**src/rtl/lcd_spi_pkg.sv**
```systemverilog
// Package: shared types and helpers for the display register access engine.
// Assumes a 16-bit payload word preceded by an 8-bit start byte.
package lcd_spi_pkg;

    localparam int WORD_W     = 16;
    localparam int HDR_W      = 8;
    localparam int FRAME_BITS = HDR_W + WORD_W;

    // Command operation codes
    typedef enum logic [1:0] {
        OP_WR_REG  = 2'd0,
        OP_RD_REG  = 2'd1,
        OP_WR_DATA = 2'd2,
        OP_NONE    = 2'd3
    } lcd_op_e;

    // Sequencer states
    typedef enum logic [1:0] {
        ST_IDLE  = 2'd0,
        ST_INDEX = 2'd1,
        ST_GAP   = 2'd2,
        ST_DATA  = 2'd3
    } seq_state_e;

    // Build the frame header from the select and direction flags
    function automatic logic [HDR_W-1:0] hdr_byte(input logic sel_data, input logic is_read);
        return 8'h70 | {6'b0, sel_data, is_read};
    endfunction

endpackage

```
**src/rtl/lcd_spi_divider.sv**
```systemverilog
// Module: half-period tick generator for the serial clock.
// Emits one tick every HALF_DIV cycles while enabled; restarts its count
// whenever the enable is low so the first tick is a full half period away.
module lcd_spi_divider #(
    parameter int HALF_DIV = 2
) (
    input  logic clk,
    input  logic rst_n,
    input  logic en,
    output logic tick
);
    localparam int CNT_W = (HALF_DIV > 1) ? $clog2(HALF_DIV) : 1;

    logic [CNT_W-1:0] cnt_q;

    assign tick = en && (cnt_q == CNT_W'(HALF_DIV - 1));

    // Count system cycles inside the current half period
    always_ff @(posedge clk) begin
        if (!rst_n) begin
            cnt_q <= '0;
        end else if (!en || tick) begin
            cnt_q <= '0;
        end else begin
            cnt_q <= cnt_q + 1'b1;
        end
    end
endmodule

```
**src/rtl/lcd_spi_frame.sv**
```systemverilog
// Module: one chip-select framed, mode-3 transfer of FRAME_BITS bits.
// Assumes start is a one-cycle pulse given only while idle. MOSI updates
// on SCLK falling edges, MISO is sampled on rising edges, and one trailing
// half period precedes the chip-select release.
module lcd_spi_frame
    import lcd_spi_pkg::*;
#(
    parameter int HALF_DIV = 2
) (
    input  logic                  clk,
    input  logic                  rst_n,
    input  logic                  start,
    input  logic [FRAME_BITS-1:0] frame,
    input  logic                  miso,
    output logic                  sclk,
    output logic                  mosi,
    output logic                  cs_n,
    output logic                  frame_done,
    output logic [WORD_W-1:0]     rx_word
);
    localparam int BIT_W = $clog2(FRAME_BITS + 1);

    logic                  active_q;
    logic                  tick;
    logic [BIT_W-1:0]      nbits_q;
    logic [FRAME_BITS-1:0] sh_q;

    assign cs_n = ~active_q;

    lcd_spi_divider #(.HALF_DIV(HALF_DIV)) u_div (
        .clk  (clk),
        .rst_n(rst_n),
        .en   (active_q),
        .tick (tick)
    );

    // Drive SCLK/MOSI edges and collect MISO bits over one frame
    always_ff @(posedge clk) begin
        if (!rst_n) begin
            active_q   <= 1'b0;
            sclk       <= 1'b1;
            mosi       <= 1'b0;
            nbits_q    <= '0;
            sh_q       <= '0;
            rx_word    <= '0;
            frame_done <= 1'b0;
        end else begin
            frame_done <= 1'b0;
            if (!active_q) begin
                if (start) begin
                    active_q <= 1'b1;
                    sh_q     <= frame;
                    nbits_q  <= '0;
                end
            end else if (tick) begin
                if (sclk) begin
                    if (nbits_q == BIT_W'(FRAME_BITS)) begin
                        active_q   <= 1'b0;
                        frame_done <= 1'b1;
                    end else begin
                        sclk <= 1'b0;
                        mosi <= sh_q[FRAME_BITS-1];
                        sh_q <= {sh_q[FRAME_BITS-2:0], 1'b0};
                    end
                end else begin
                    sclk    <= 1'b1;
                    rx_word <= {rx_word[WORD_W-2:0], miso};
                    nbits_q <= nbits_q + 1'b1;
                end
            end
        end
    end
endmodule

```
**src/rtl/lcd_spi_seq.sv**
```systemverilog
// Module: command sequencer. Accepts one command while idle, issues the
// index frame, waits out the chip-select gap, issues the data frame, then
// pulses done. Assumes the frame engine ignores start while busy.
module lcd_spi_seq
    import lcd_spi_pkg::*;
#(
    parameter int GAP_CYCLES = 50
) (
    input  logic                  clk,
    input  logic                  rst_n,
    input  logic                  cmd_valid,
    input  logic [1:0]            cmd_op,
    input  logic [WORD_W-1:0]     cmd_index,
    input  logic [WORD_W-1:0]     cmd_data,
    input  logic                  frame_done,
    input  logic [WORD_W-1:0]     rx_word,
    output logic                  frame_start,
    output logic [FRAME_BITS-1:0] frame,
    output logic                  busy,
    output logic                  done,
    output logic [WORD_W-1:0]     rd_data
);
    localparam int GAP_W = $clog2(GAP_CYCLES + 1);

    seq_state_e        state_q;
    lcd_op_e           op_q;
    lcd_op_e           op_in;
    logic [WORD_W-1:0] data_q;
    logic [GAP_W-1:0]  gap_q;

    assign op_in = lcd_op_e'(cmd_op);
    assign busy  = (state_q != ST_IDLE);

    // Step through index frame, gap and data frame for each command
    always_ff @(posedge clk) begin
        if (!rst_n) begin
            state_q     <= ST_IDLE;
            op_q        <= OP_NONE;
            data_q      <= '0;
            gap_q       <= '0;
            frame_start <= 1'b0;
            frame       <= '0;
            done        <= 1'b0;
            rd_data     <= '0;
        end else begin
            frame_start <= 1'b0;
            done        <= 1'b0;
            unique case (state_q)
                ST_IDLE: begin
                    if (cmd_valid && op_in != OP_NONE) begin
                        op_q        <= op_in;
                        data_q      <= cmd_data;
                        frame_start <= 1'b1;
                        if (op_in == OP_WR_DATA) begin
                            frame   <= {hdr_byte(1'b1, 1'b0), cmd_data};
                            state_q <= ST_DATA;
                        end else begin
                            frame   <= {hdr_byte(1'b0, 1'b0), cmd_index};
                            state_q <= ST_INDEX;
                        end
                    end
                end
                ST_INDEX: begin
                    if (frame_done) begin
                        gap_q   <= '0;
                        state_q <= ST_GAP;
                    end
                end
                ST_GAP: begin
                    if (gap_q == GAP_W'(GAP_CYCLES - 1)) begin
                        frame_start <= 1'b1;
                        state_q     <= ST_DATA;
                        if (op_q == OP_RD_REG) begin
                            frame <= {hdr_byte(1'b1, 1'b1), {WORD_W{1'b0}}};
                        end else begin
                            frame <= {hdr_byte(1'b1, 1'b0), data_q};
                        end
                    end else begin
                        gap_q <= gap_q + 1'b1;
                    end
                end
                ST_DATA: begin
                    if (frame_done) begin
                        done    <= 1'b1;
                        state_q <= ST_IDLE;
                        if (op_q == OP_RD_REG) begin
                            rd_data <= rx_word;
                        end
                    end
                end
                default: state_q <= ST_IDLE;
            endcase
        end
    end
endmodule

```
**src/rtl/lcd_reg_spi.sv**
```systemverilog
// Module: top of the display register access engine. Derives the chip-select
// gap in cycles from the clock frequency and wires the sequencer to the
// frame engine. Assumes CLK_FREQ_HZ matches the clk input.
module lcd_reg_spi
    import lcd_spi_pkg::*;
#(
    parameter int CLK_FREQ_HZ = 50_000_000,
    parameter int GAP_NS      = 1000,
    parameter int HALF_DIV    = 2
) (
    input  logic        clk,
    input  logic        rst_n,
    input  logic        cmd_valid,
    input  logic [1:0]  cmd_op,
    input  logic [15:0] cmd_index,
    input  logic [15:0] cmd_data,
    output logic        busy,
    output logic        done,
    output logic [15:0] rd_data,
    output logic        spi_sclk,
    output logic        spi_mosi,
    input  logic        spi_miso,
    output logic        spi_cs_n
);
    localparam longint GAP_PROD   = longint'(CLK_FREQ_HZ) * longint'(GAP_NS);
    localparam longint GAP_RAW    = (GAP_PROD + 64'd999_999_999) / 64'd1_000_000_000;
    localparam int     GAP_CYCLES = (GAP_RAW < 1) ? 1 : int'(GAP_RAW);

    logic                  fr_start;
    logic [FRAME_BITS-1:0] fr_word;
    logic                  fr_done;
    logic [WORD_W-1:0]     fr_rx;

    lcd_spi_seq #(.GAP_CYCLES(GAP_CYCLES)) u_seq (
        .clk        (clk),
        .rst_n      (rst_n),
        .cmd_valid  (cmd_valid),
        .cmd_op     (cmd_op),
        .cmd_index  (cmd_index),
        .cmd_data   (cmd_data),
        .frame_done (fr_done),
        .rx_word    (fr_rx),
        .frame_start(fr_start),
        .frame      (fr_word),
        .busy       (busy),
        .done       (done),
        .rd_data    (rd_data)
    );

    lcd_spi_frame #(.HALF_DIV(HALF_DIV)) u_frame (
        .clk       (clk),
        .rst_n     (rst_n),
        .start     (fr_start),
        .frame     (fr_word),
        .miso      (spi_miso),
        .sclk      (spi_sclk),
        .mosi      (spi_mosi),
        .cs_n      (spi_cs_n),
        .frame_done(fr_done),
        .rx_word   (fr_rx)
    );
endmodule

```
**config.mk**
```make
export PLATFORM = sky130hd
export DESIGN_NAME = lcd_reg_spi
export DESIGN_NICKNAME = d
export VERILOG_FILES = /design/src/rtl/lcd_spi_pkg.sv /design/src/rtl/lcd_spi_divider.sv /design/src/rtl/lcd_spi_frame.sv /design/src/rtl/lcd_spi_seq.sv /design/src/rtl/lcd_reg_spi.sv
export SDC_FILE = /design/constraint.sdc
export NUM_CORES = 1
export LEC_CHECK = 0
export ABC_AREA = 1
export BUFFER_PORTS_ARGS = -buffer_cell sky130_fd_sc_hd__buf_4
export CAP_MARGIN = 20
export CORE_ASPECT_RATIO = 1.2
export CORE_MARGIN = 2
export CORE_UTILIZATION = 50
export CTS_CLUSTER_SIZE = 28
export DETAILED_ROUTE_END_ITERATION = 6
export PLACE_DENSITY = 0.72
export SLEW_MARGIN = 0
export SYNTH_ARGS = -nofsm -noshare
export SYNTH_HDL_FRONTEND = slang
export SYNTH_SLANG_ARGS = --single-unit
export TNS_END_PERCENT = 100
```
**constraint.sdc**
```tcl
create_clock -name clk -period 2.7 [get_ports clk]
set_input_delay 0.135 -clock clk [delete_from_list [all_inputs] [get_ports clk]]
set_output_delay 0.135 -clock clk [all_outputs]
set_load 0.02 [all_outputs]
```
* After elaboration in Yosys (flattened, before gate mapping) *
Index checks and enable logic that the tools add are counted.

word-level totals
  input port bits = 38
  register bits = 118

operators by class
  $add $sub $neg = 3
  multiplexer cells = 34
  equality and inequality tests = 17
  bitwise operators = 4
  reductions and logical operators = 22

operators with widths
  cell                 count
  $mux 24              7
  $pmux 24 s2          1
  $mux 5               4
  $mux 18              1
  $mux 17              1
  $reduce_and 4->1     4
  $reduce_and 3->1     5
  $mux 6               2
  $pmux 6 s2           1
  $mux 1               10
  $mux 2               5
  $ne 2x1->1 const B   5
  $ne 2x2->1 const B   5
  $pmux 2 s4           1
  $reduce_bool 2->1    4
  $add 6x1->6 const B  1
  $eq 2x2->1 const B   3
  $eq 6x6->1 const B   1
  $reduce_and 2->1     3
  $add 5x1->5 const B  1
  $eq 5x5->1 const B   1
  $eq 2x1->1 const B   2
  $not 1->1            4
  $logic_and 1x1->1    2
  6 further kinds      6

* Longest topological paths before layout *
Gate-level depths: netlist (run 1).

  word-level depth = 5
  depth in mapped cells = 11
  depth with buffers taken out = 10

* By module *
From an unflattened synthesis (run 1), not the netlist that was laid out.

unflattened totals
  cell total of the unflattened synthesis = 785
  area total of the unflattened synthesis = 5316.3 um^2

by module, submodules not included
  module           area an instance (um^2)  times used  cells an instance
  lcd_spi_seq      2994.1                   1           440
  lcd_spi_frame    2284.7                   1           340
  lcd_spi_divider  37.5                     1           5

* Worst setup path after synthesis (run 1) *
No wires, ideal clock.

  kind = register -> register
  from = reg u_seq.state_q[0]
  to = reg u_seq.frame[10]
  data required time = 2.587 ns
  clock period less this slack = 1.452 ns
  setup time = 0.113 ns
  stages on the path, launching flop included = 10
  path slack = 1.248 ns
  path buffers = 1
  data arrival time = 1.340 ns
  cell sequence = dfxtp_1 inv_1 ha_1 inv_1 nand2_1 nand3_4 buf_6 nand2_1 nand2_1 nor2_1

on the way
  cells in the longest elaborated chain, start to end = 3
  elaborated cells on any way between the ends = 7

RTL lines
  element                                                           line               text
  start, declared                                                   lcd_spi_seq.sv:25  seq_state_e state_q;
  start signal, assigned                                            lcd_spi_seq.sv:37  state_q <= ST_IDLE;
  start signal, assigned                                            lcd_spi_seq.sv:56  state_q <= ST_DATA;
  start signal, assigned                                            lcd_spi_seq.sv:59  state_q <= ST_INDEX;
  $eq 2x2->1 or $logic_not 2->1 (tied branches)                     lcd_spi_seq.sv:48  unique case (state_q)
  $ne 2x1->1 (no source line) or $reduce_bool 2->1 (tied branches)  n/a
  $reduce_and 3->1 (no source line)                                 n/a
  end signal, assigned                                              lcd_spi_seq.sv:55  frame <= {hdr_byte(1'b1, 1'b0), cmd_data};
  end signal, assigned                                              lcd_spi_seq.sv:58  frame <= {hdr_byte(1'b0, 1'b0), cmd_index};
  end signal, assigned                                              lcd_spi_seq.sv:74  frame <= {hdr_byte(1'b1, 1'b1), {WORD_W{1'b0}}};
  end, declared                                                     lcd_spi_seq.sv:18  output logic [FRAME_BITS-1:0] frame,

Several ways; a longest one is shown, not always the timed one.
A chain may end at the register's enable or synchronous reset.

* Final worst setup path (run 1) *
  from = reg u_seq.state_q[0]
  to = reg u_seq.frame[11]

Same word-level chain as after synthesis.

==> summary.txt, run 1 <==
Tcrit/Tclk final: 0.763
Non-Filler Instances: 939
Core area: 10,100 sq um
Asr flop ratio synth: 0
Initial antenna violation count: 0
Number of I/O pins: 59
Worst setup EP type: flop
Area occupied by multi-input gates: 2430 sq um
WP data required: 3000 ps
Wire per inst: 12.6 um
Initial DRT Pass Iterations: 5
Synth top cells by count: nor2_1 (148), nand2_1 (143), dfxtp_1 (113)
Clock sink count: 113
Routed wire length: 11,800 um
Seq/Total Area, Yosys: 0.437
Pleak: 2.95 nW
Number of global-route vias before repair: 4,606
Clk slew on worst S/H paths: 50 ps
Crit start category: flop
Yosys warnings: 0
Post-route ant nets: 0
Internal Power: 0.00417 W
Rows: 40
Gate Count Post-Synth: 746
Share of the synthesized area in the top cell type: 0.437
# nets final: 846
DR iter-0 viols: 261
Share of cells above drive strength 1: 0.141
Final Wtd Congestion: 0.798
Die width: 96.9 um
Worst-Skew Late Latency: 400 ps
Post-DP HPWL: 7460 um
# setup viols final: 0
Dpl cells: 894
Grt total ovfl: 0
Area grow syn2layout: 23.5%
Vias per cell: 5.16
Max frequency: 0.485 GHz
Final Cell Area: 6400 sq um
Mapped Area: 5180 sq um
Part of the power in registers: 0.337
Initial core utilization: 0.515
Worst EP arrival: 2360 ps
Via count: 4,843
CTS max path bufs: 2
First-pass GRT wire length: 20,400 um
GRT Overall Usage: 0.220
RSZ-0062 raised after global routing: no
Post-synth EDFFs: 0
CP Class: flop to flop
Count of different cell masters after synthesis: 33
Status: completed
CTS tree: yes
Comb power frac: 0.222
Filler Cell Count: 879
Top FF cell, synth: dfxtp_1
Most common cell in the netlist: nor2_1
Largest area contributor in the netlist: dfxtp_1
Worst Skew: 6.34 ps
Min Clock Period, post-route: 2060 ps
Net Sw Frac: 0.291
Number of remaining DRC errors: 0
Top cells by area, synth: dfxtp_1 (44%), nor2_1 (11%), nand2_1 (10%)
Setup TNS: 0 ps
Total clock buffers created by CTS: 17
H-tree depth: 4
Max cap viols: 0
Post-route core utilization: 0.636
Clock root buffer: clkbuf_16
Reg-to-reg slack, setup: 640 ps
Yosys reg bits: 113
PD cells: 918 nW/um^2
Worst-Margin Slew: 621 ps
Number of I/O port buffers: 58
Die area: 11,200 sq um
Largest net degree at the start of global routing: 52
Sequential cell area: 2260 sq um
Count of final hold-check violations: 0
Die H: 116 um
N_diodes: 0
Avg Inst Size Synth: 6.95 sq um
Net Sw Power: 0.00171 W
Clock power share: 0.440
Max-slew violations: 0
Critical-path maximum fanout: 35
Slew headroom: 0.586
Mapped Nets: 792
DP Area: 5580 sq um
Peak supply drop: 601 uV
Hold Crit Class: input port to flop
-- through the flow --
stage          hold WS [ps]  setup WS (ps)  total power (W)
6_report               10.2            639          0.00588
2_1_floorplan           279           1250          0.00306
4_1_cts                1.83            641          0.00590
3_3_place_gp            397            772          0.00323
5_1_grt                6.92            444          0.00621
3_5_place_dp            408            659          0.00329
-- cell families after synthesis --
| kind of cell | synth area share |
|---|---|
| AO/OA/AOI/OAI | 0.145 |
| flip-flops | 0.437 |
| AND/OR/NAND/NOR | 0.300 |
| buffers and inverters | 0.0949 |
| multiplexers | 0.00386 |
| adder cells (fa/ha/maj) | 0.0193 |
-- worst max-delay path: stages, from the launching register on --
cell     delay, ps
dfxtp_1        380
inv_1           80
ha_1           210
inv_1          460
nand2_1        220
nand3_4        350
nand2_1        110
nand2_1         90
nor2_1          40
-- power by group through the flow --
stage,clock network [W],registers (W),logic (W)
finish,0.00259,0.00198,0.00131
global route,0.00269,0.00200,0.00151
CTS,0.00261,0.00198,0.00131
detailed placement,0,0.00201,0.00127
global placement,0,0.00200,0.00123
floorplan,0,0.00199,0.00107
-- routing by layer --
layer,GRT usage,share of wire,vias to the layer above
met5,0,0,-
met4,0.0864,0.015,0
met3,0.0555,0.046,16
met2,0.380,0.50,127
met1,0.265,0.44,2207
li1,-,-,2493
-- area by class of cell --
cell class              count  share of cell area
flip-flops and latches    113               0.354
clock buffers              23              0.0763
repair buffers             78              0.0966
well taps                 126              0.0246
clock inverters             9              0.0313
inverters                  65              0.0381
multi-input cells         525               0.380
-- state kept, by name (all words and copies together) (netlist names), 2 cells and up --
register,count
u_frame.nbits_q,5
u_frame.rx_word,16
u_frame.sh_q,24
u_seq.data_q,16
u_seq.frame,19
u_seq.gap_q,6
u_seq.op_q,2
u_seq.rd_data,16
u_seq.state_q,2
-- cell usage in the layout (no fill, tap or decap), types with 3 or more instances in the layout --
| cell type | synthesis | routed |
|---|---|---|
| inv_2 | 5 | 5 |
| nand2_2 | 7 | 7 |
| buf_4 | 7 | 65 |
| ha_1 | 8 | 8 |
| clkbuf_16 | 0 | 17 |
| o21ai_1 | 5 | 5 |
| o21ai_0 | 69 | 69 |
| dlygate4sd3_1 | 0 | 13 |
| a21oi_1 | 72 | 72 |
| nor2_1 | 148 | 148 |
| dfxtp_1 | 113 | 113 |
| inv_1 | 58 | 58 |
| nand2_1 | 143 | 143 |
| bufinv_16 | 0 | 6 |
| nor3_1 | 3 | 3 |
| nand4_1 | 4 | 4 |
| nand3_1 | 32 | 32 |
| clkbuf_8 | 0 | 4 |
| and3_1 | 19 | 19 |
-- final timing paths --
path               startpoint          endpoint  depth (start not counted)
min reg2reg  u_frame.sh_q[23]  u_frame.sh_q[23]                          2
min              cmd_data[11]  u_seq.data_q[11]                          3
max reg2reg  u_seq.state_q[0]   u_seq.frame[11]                          8
max          u_seq.state_q[0]   u_seq.frame[11]                          8
-- timing repair --
action                                 4_1_cts  5_1_grt
buffers inserted                             0        0
hold buffers                                13        0
endpoints found under the hold margin       13        0
resized for setup                            0        0
No activity file was read; power rests on OpenSTA's default activity.
==> run 2, diff against run 1 <==
--- a/config.mk
+++ b/config.mk
@@ -13,7 +13,7 @@
 export CORE_UTILIZATION = 50
 export CTS_CLUSTER_SIZE = 28
 export DETAILED_ROUTE_END_ITERATION = 6
-export PLACE_DENSITY = 0.72
+export PLACE_DENSITY = 0.75
 export SLEW_MARGIN = 0
 export SYNTH_ARGS = -nofsm -noshare
 export SYNTH_HDL_FRONTEND = slang
==> constraint.sdc (replaced) <==
create_clock -name clk -period 1.7 [get_ports clk]
set_input_delay 0.085 -clock clk [delete_from_list [all_inputs] [get_ports clk]]
set_output_delay 0.085 -clock clk [all_outputs]
set_load 0.02 [all_outputs]
==> summary.txt, run 2 (same netlist as run 1, synthesis figures left out) <==
Status: completed
Share of cells above drive strength 1: 0.162 (+0.0204)
Die H: 116 um (unchanged)
Count of final hold-check violations: 0 (unchanged)
Routed wire length: 12,400 um (+4.4%)
Largest net degree at the start of global routing: 57 (+9.6%)
Initial DRT Pass Iterations: 5 (unchanged)
GRT Overall Usage: 0.226 (+0.00678)
Initial core utilization: 0.515 (unchanged)
Reg-to-reg slack, setup: 100 ps (-540 ps)
Total power: 0.00870 W (+48%)
Largest Register: u_frame.sh_q
Global routing's busiest layer: met2
Vias per cell: 5.18 (+0.38%)
Max reg flops: 24 (unchanged)
CP Class: flop to flop
Number of global-route vias before repair: 4,760 (+3.3%)
Area grow syn2layout: 24.9%
Crit path largest cell delay: 410 ps (-50 ps)
Max-slew violations: 0 (unchanged)
Hold Startpoint: rst_n
H-tree depth: 4 (unchanged)
Rows: 40 (unchanged)
Clock power share: 0.371 (-0.069)
Max frequency: 0.624 GHz (+29%)
Total clock buffers created by CTS: 17 (unchanged)
Non-Filler Instances: 954 (+1.6%)
DR iter-0 viols: 300 (+15%)
Via count: 4,939 (+2.0%)
Clk slew on worst S/H paths: 50 ps (about the same)
Grt total ovfl: 0 (unchanged)
Initial antenna violation count: 0 (unchanged)
Worst-Skew Late Latency: 410 ps (about the same)
Hold Crit Class: input port to flop
Worst-Margin Slew: 341 ps (-280 ps)
Comb power frac: 0.267 (+0.045)
Worst Skew: 6.57 ps (+0.230 ps)
Wire per inst: 13.0 um (+2.7%)
Slowest cell on crit path: dfxtp_1
Post-route ant nets: 0 (unchanged)
Clock root buffer: clkbuf_16
Tcrit/Tclk final: 0.942 (+0.179)
Worst r2r src: u_seq.gap_q[0]
WP data required: 2000 ps (-1000 ps)
Max cap viols: 0 (unchanged)
Die area: 11,200 sq um (unchanged)
Slew headroom: 0.772 (+0.187)
Reg-to-reg endpoint: u_seq.frame[11]
Hold Path Stages: 2 (-1)
Met1 GRT Util: 0.258 (-0.00689)
Most frequent cells in the layout: nor2_1 (148), nand2_1 (141), dfxtp_1 (113), a21oi_1 (72), buf_4 (70)
Min Clock Period, post-route: 1600 ps (-459 ps)
Net Sw Frac: 0.337 (+0.0457)
Post-route core utilization: 0.643 (+0.00734)
Fin Hold WS: 29.1 ps (+18.9 ps)
Worst setup EP type: flop
GR Util met3: 0.0555 (unchanged)
DP Area: 5690 sq um (+2.0%)
Core area: 10,100 sq um (unchanged)
Final Cell Area: 6470 sq um (+1.2%)
Critical-path maximum fanout: 18 (-49%)
Internal Power: 0.00577 W (+39%)
Cell chain of the critical path: ha_1 > inv_1 > nor2_2 > nand2_1 > nand2_4 > nand3_4 > nor2_1 > nor2_1
Die width: 96.9 um (unchanged)
Number of remaining DRC errors: 0 (unchanged)
# nets final: 861 (+1.8%)
Post-DP HPWL: 7860 um (+5.4%)
Number of I/O port buffers: 58 (unchanged)
Most common cell on crit path: nor2_1
Number of I/O pins: 59 (unchanged)
Crit start category: flop
Reg2Reg Depth: 8 (unchanged)
PD cells: 1340 nW/um^2 (+46%)
Net Sw Power: 0.00293 W (+71%)
Part of the power in registers: 0.363 (+0.026)
First-pass GRT wire length: 21,000 um (+2.9%)
CTS tree: yes
Hold Path End: u_seq.op_q[1]
Largest regs: u_frame.sh_q (24), u_seq.frame (19)
# setup viols final: 0 (unchanged)
Pleak: 2.97 nW (+0.82%)
CTS max path bufs: 2 (unchanged)
N_diodes: 0 (unchanged)
Final Wtd Congestion: 0.823 (+3.1%)
Met2 Use GR: 0.411 (+0.0306)
Most common cell after layout, fill and taps aside: nor2_1
Clock sink count: 113 (unchanged)
Peak supply drop: 814 uV (+36%)
Worst EP arrival: 1900 ps (-460 ps)
Dpl cells: 902 (+0.89%)
==> run 2: worst max-delay path by stage <==
stage,startpoint,endpoint,slack (ps),depth (start not counted)
finish,u_seq.gap_q[0],u_seq.frame[11],100,8
global route,u_seq.gap_q[1],u_seq.frame[14],-2,9
CTS,u_seq.state_q[0],u_seq.frame[1],40,8
detailed placement,u_seq.state_q[0],u_seq.frame[11],-30,7
global placement,u_seq.state_q[0],u_seq.frame[11],110,8
floorplan,u_seq.state_q[0],u_seq.frame[10],250,9
==> run 2: layout make-up <==
type / instances / area, sq um
Timing Repair Buffer: 92 / 796
Inverter: 65 / 244
Fill cell: 857 / 3590
Sequential cell: 113 / 2260
Clock buffer: 18 / 439
Tap cell: 126 / 158
Clock inverter: 14 / 111
Multi-Input combinational cell: 526 / 2460
==> run 2: per-stage QoR <==
step	worst slack [ps]	TNS [ps]
floorplan	248	0
global placement	112	0
detailed placement	-26.8	-207
CTS	37.0	0
global route	-1.88	-1.88
finish	97.8	0
==> run 2: critical path: cells and delay by family, from the launching register on <==
kind	cells	cell delay, ps
simple gates	6	850
flops	1	410
fa+ha+maj	1	180
buf+inv	1	50
==> run 2: power by group through the flow <==
stage / combinational (W) / clock, W / sequential, W
global route: 0.00264 / 0.00340 / 0.00319
finish: 0.00232 / 0.00323 / 0.00316
global placement: 0.00201 / 0 / 0.00319
detailed placement: 0.00210 / 0 / 0.00320
floorplan: 0.00169 / 0 / 0.00316
CTS: 0.00222 / 0.00327 / 0.00315
==> run 2: timing repair <==
item	in CTS	in global routing
pin swaps	0	1
endpoints found under the hold margin	17	0
hold buffers	17	0
resized for setup	2	9
endpoints found under the setup margin	15	22
buffers inserted	0	2
cloned	1	0
==> run 2: per-layer routing <==
metal / part of all wire / vias to the layer above
met2: 0.50 / 129
li1: - / 2523
met1: 0.44 / 2259
met3: 0.037 / 28
met5: 0 / -
met4: 0.022 / 0
==> run 3, diff against run 2 <==
--- a/config.mk
+++ b/config.mk
@@ -8,14 +8,15 @@
 export ABC_AREA = 1
 export BUFFER_PORTS_ARGS = -buffer_cell sky130_fd_sc_hd__buf_4
 export CAP_MARGIN = 20
-export CORE_ASPECT_RATIO = 1.2
 export CORE_MARGIN = 2
 export CORE_UTILIZATION = 50
 export CTS_CLUSTER_SIZE = 28
 export DETAILED_ROUTE_END_ITERATION = 6
-export PLACE_DENSITY = 0.75
+export GPL_TIMING_DRIVEN = 0
+export PLACE_DENSITY = 0.74
 export SLEW_MARGIN = 0
 export SYNTH_ARGS = -nofsm -noshare
 export SYNTH_HDL_FRONTEND = slang
+export SYNTH_HIERARCHICAL = 1
 export SYNTH_SLANG_ARGS = --single-unit
 export TNS_END_PERCENT = 100
==> summary.txt, run 3 <==
Yosys reg bits: 113 (unchanged)
Crit start category: flop
Initial antenna violation count: 0 (unchanged)
Vias per cell: 5.23 (+0.94%)
Max cap viols: 0 (unchanged)
Slowest cell on crit path: dfxtp_1
Max reg flops: 24 (unchanged)
Peak supply drop: 869 uV (+6.6%)
Postcts setup bufs: 0 (unchanged)
Largest Register: u_frame/sh_q
Number of remaining DRC errors: 0 (unchanged)
Mapped Area: 5320 sq um (+2.6%)
Top FF cell, synth: dfxtp_1
Rows: 37 (-7.5%)
Post-route core utilization: 0.658 (+0.0147)
Part of the power in registers: 0.340 (-0.023)
Cell chain of the critical path: inv_1 > ha_1 > buf_4 > nand2_2 > nand3_4 > buf_6 > nor2_1 > nor2_1
Routed wire length: 13,700 um (+11%)
Worst-Margin Slew: 536 ps (+195 ps)
Total clock buffers created by CTS: 17 (unchanged)
Initial DRT Pass Iterations: 5 (unchanged)
Worst setup EP type: flop
Largest net degree at the start of global routing: 17 (-70%)
Hold Startpoint: cmd_index[11]
DR iter-0 viols: 376 (+25%)
Dpl cells: 981 (+8.8%)
Seq/Total Area, Yosys: 0.426 (-0.0110)
Count of final hold-check violations: 0 (unchanged)
CP delay by family, top: simple AND/OR/NAND/NOR gates
Die H: 107 um (-7.3%)
Non-Filler Instances: 1,031 (+8.1%)
PD cells: 1390 nW/um^2 (+3.3%)
Slew headroom: 0.643 (-0.130)
Most common cell in the netlist: nand2_1
N_diodes: 0 (unchanged)
Most frequent cells in the layout: nand2_1 (155), nor2_1 (142), dfxtp_1 (111), o21ai_0 (85), a21oi_1 (69)
Post-synth EDFFs: 0 (unchanged)
Hold Crit Class: input port to flop
# nets final: 930 (+8.0%)
Post-route ant nets: 0 (unchanged)
Largest area contributor in the netlist: dfxtp_1
Comb power frac: 0.260 (-0.007)
H-tree depth: 4 (unchanged)
Post-Synth Adder-Cell Area: 0.0188 (-0.000486)
Hold Path End: u_seq/frame[11]
Core area: 10,300 sq um (+2.6%)
Clk slew on worst S/H paths: 50 ps (about the same)
Max-slew violations: 0 (unchanged)
Worst-Skew Late Latency: 520 ps (+110 ps)
Area grow syn2layout: 27.8%
Hold Path Stages: 5 (+3)
Final Cell Area: 6790 sq um (+5.0%)
DP Area: 5930 sq um (+4.2%)
Net Sw Power: 0.00290 W (-0.89%)
First-pass GRT wire length: 23,000 um (+9.8%)
Reg-to-reg slack, setup: 50 ps (-50 ps)
Post-DP HPWL: 9320 um (+19%)
Wire per inst: 13.3 um (+2.6%)
Simple-Gate Fraction of Synth Area: 0.284 (-0.0160)
Most common cell after layout, fill and taps aside: nand2_1
Gate Count Post-Synth: 785 (+5.2%)
Share of the synthesized area in the top cell type: 0.426 (-0.0110)
Number of I/O port buffers: 58 (unchanged)
Worst Skew: 8.58 ps (+2.01 ps)
Die area: 11,500 sq um (+2.5%)
Largest family of logic cells by synthesized area: simple AND/OR/NAND/NOR gates
Reg2Reg Depth: 8 (unchanged)
Yosys warnings: 6 (+6)
Post-Synth XOR/XNOR Area: 0.00165 (+0.00165)
Clock power share: 0.401 (+0.030)
Min Clock Period, post-route: 1650 ps (+49.6 ps)
Reg-to-reg endpoint: u_seq/frame[2]
Asr flop ratio synth: 0 (unchanged)
Clock root buffer: clkbuf_8
Largest regs: u_frame/sh_q (24), u_seq/frame (19)
Initial core utilization: 0.515 (about the same)
Synth top cells by count: nand2_1 (156), nor2_1 (143), dfxtp_1 (113)
Fraction of synthesized area in multiplexers: 0 (-0.00386)
Setup TNS: 0 ps (unchanged)
RSZ-0062 raised after global routing: yes
Net Sw Frac: 0.308 (-0.0290)
Status: completed
Via count: 5,388 (+9.1%)
Final Wtd Congestion: 0.896 (+8.9%)
Buf/Inv on CP: 3 (+2)
Die width: 107 um (+11%)
Worst EP arrival: 2060 ps (+160 ps)
Share of cells above drive strength 1: 0.161 (-0.000942)
Compound-Gate Fraction of Synth Area: 0.162 (+0.0168)
Most common cell on crit path: nor2_1
GRT Overall Usage: 0.252 (+0.0257)
# setup viols final: 0 (unchanged)
Worst r2r src: u_seq/state_q[0]
CTS max path bufs: 2 (unchanged)
Count of different cell masters after synthesis: 31 (-6.1%)
Tcrit/Tclk final: 0.972 (+0.0292)
Pleak: 3.15 nW (+5.8%)
Number of I/O pins: 59 (unchanged)
Clock sink count: 113 (unchanged)
Top cells by area, synth: dfxtp_1 (43%), nand2_1 (11%), nor2_1 (10%)
CTS tree: yes
Critical-path maximum fanout: 10 (-8)
Internal Power: 0.00653 W (+13%)
Max frequency: 0.605 GHz (-3.0%)
Crit path largest cell delay: 350 ps (-60 ps)
CP Class: flop to flop
Number of global-route vias before repair: 5,226 (+9.8%)
WP data required: 2110 ps (+110 ps)
Avg Inst Size Synth: 6.77 sq um (-2.5%)
Grt total ovfl: 0 (unchanged)
Crit path launch: u_seq/state_q[0]
## run 3: layout make-up
class	instances	area (sq um)
fill	865	3530
inverter	73	274
clock buffer	20	445
tap	136	170
timing repair buffer	79	646
buffer	49	303
multi-input combinational	551	2510
sequential	113	2260
clock inverter	10	184
## run 3: power by group through the flow
stage               logic, W  clock network, W  registers, W
global placement     0.00218                 0       0.00325
CTS                  0.00237           0.00382       0.00321
finish               0.00245           0.00378       0.00321
floorplan            0.00175                 0       0.00320
global route         0.00276           0.00394       0.00325
detailed placement   0.00227                 0       0.00326
## run 3: metal layers
layer / global-route usage / vias up / routed length, um
li1: - / 2695 / -
met1: 0.300 / 2499 / 5950
met2: 0.429 / 164 / 6730
met3: 0.0620 / 30 / 712
met4: 0.112 / 0 / 305
met5: 0 / - / 0
## run 3: stage by stage
stage          power, W  hold WS, ps  worst slack [ps]
2_1_floorplan   0.00495          221               286
3_3_place_gp    0.00543          346             -80.4
3_5_place_dp    0.00553          359              -158
4_1_cts         0.00939         4.19              33.2
5_1_grt         0.00995         61.3             -20.5
6_report        0.00944         8.60              48.1
## run 3: what timing repair did
action                                  4_1_cts  5_1_grt
endpoints found under the hold margin        24        0
resized for setup                             4       21
endpoints found under the setup margin       15       25
hold buffers                                 21        0
## run 3: logic make-up after synthesis
group	count (synthesis)
other	1
adder cells (fa/ha/maj)	8
AO/OA/AOI/OAI	170
AND/OR/NAND/NOR	369
flip-flops	113
buffers and inverters	123
XOR/XNOR	1
## run 3: worst max path at each step
stage | end | slack (ps) | cells after the start
after CTS | u_seq/frame[3] | 30 | 8
after detailed placement | u_seq/frame[12] | -160 | 8
after floorplan | u_seq/frame[10] | 290 | 8
after global routing | u_seq/frame[3] | -20 | 8
final | u_seq/frame[2] | 50 | 8
after global placement | u_seq/frame[12] | -80 | 8
## run 3: worst min-delay path, cell delays in order
cell     delay (ps)
buf_4            80
a21oi_1          30
o21ai_1         150
nor2_1           50
nor2_1           90
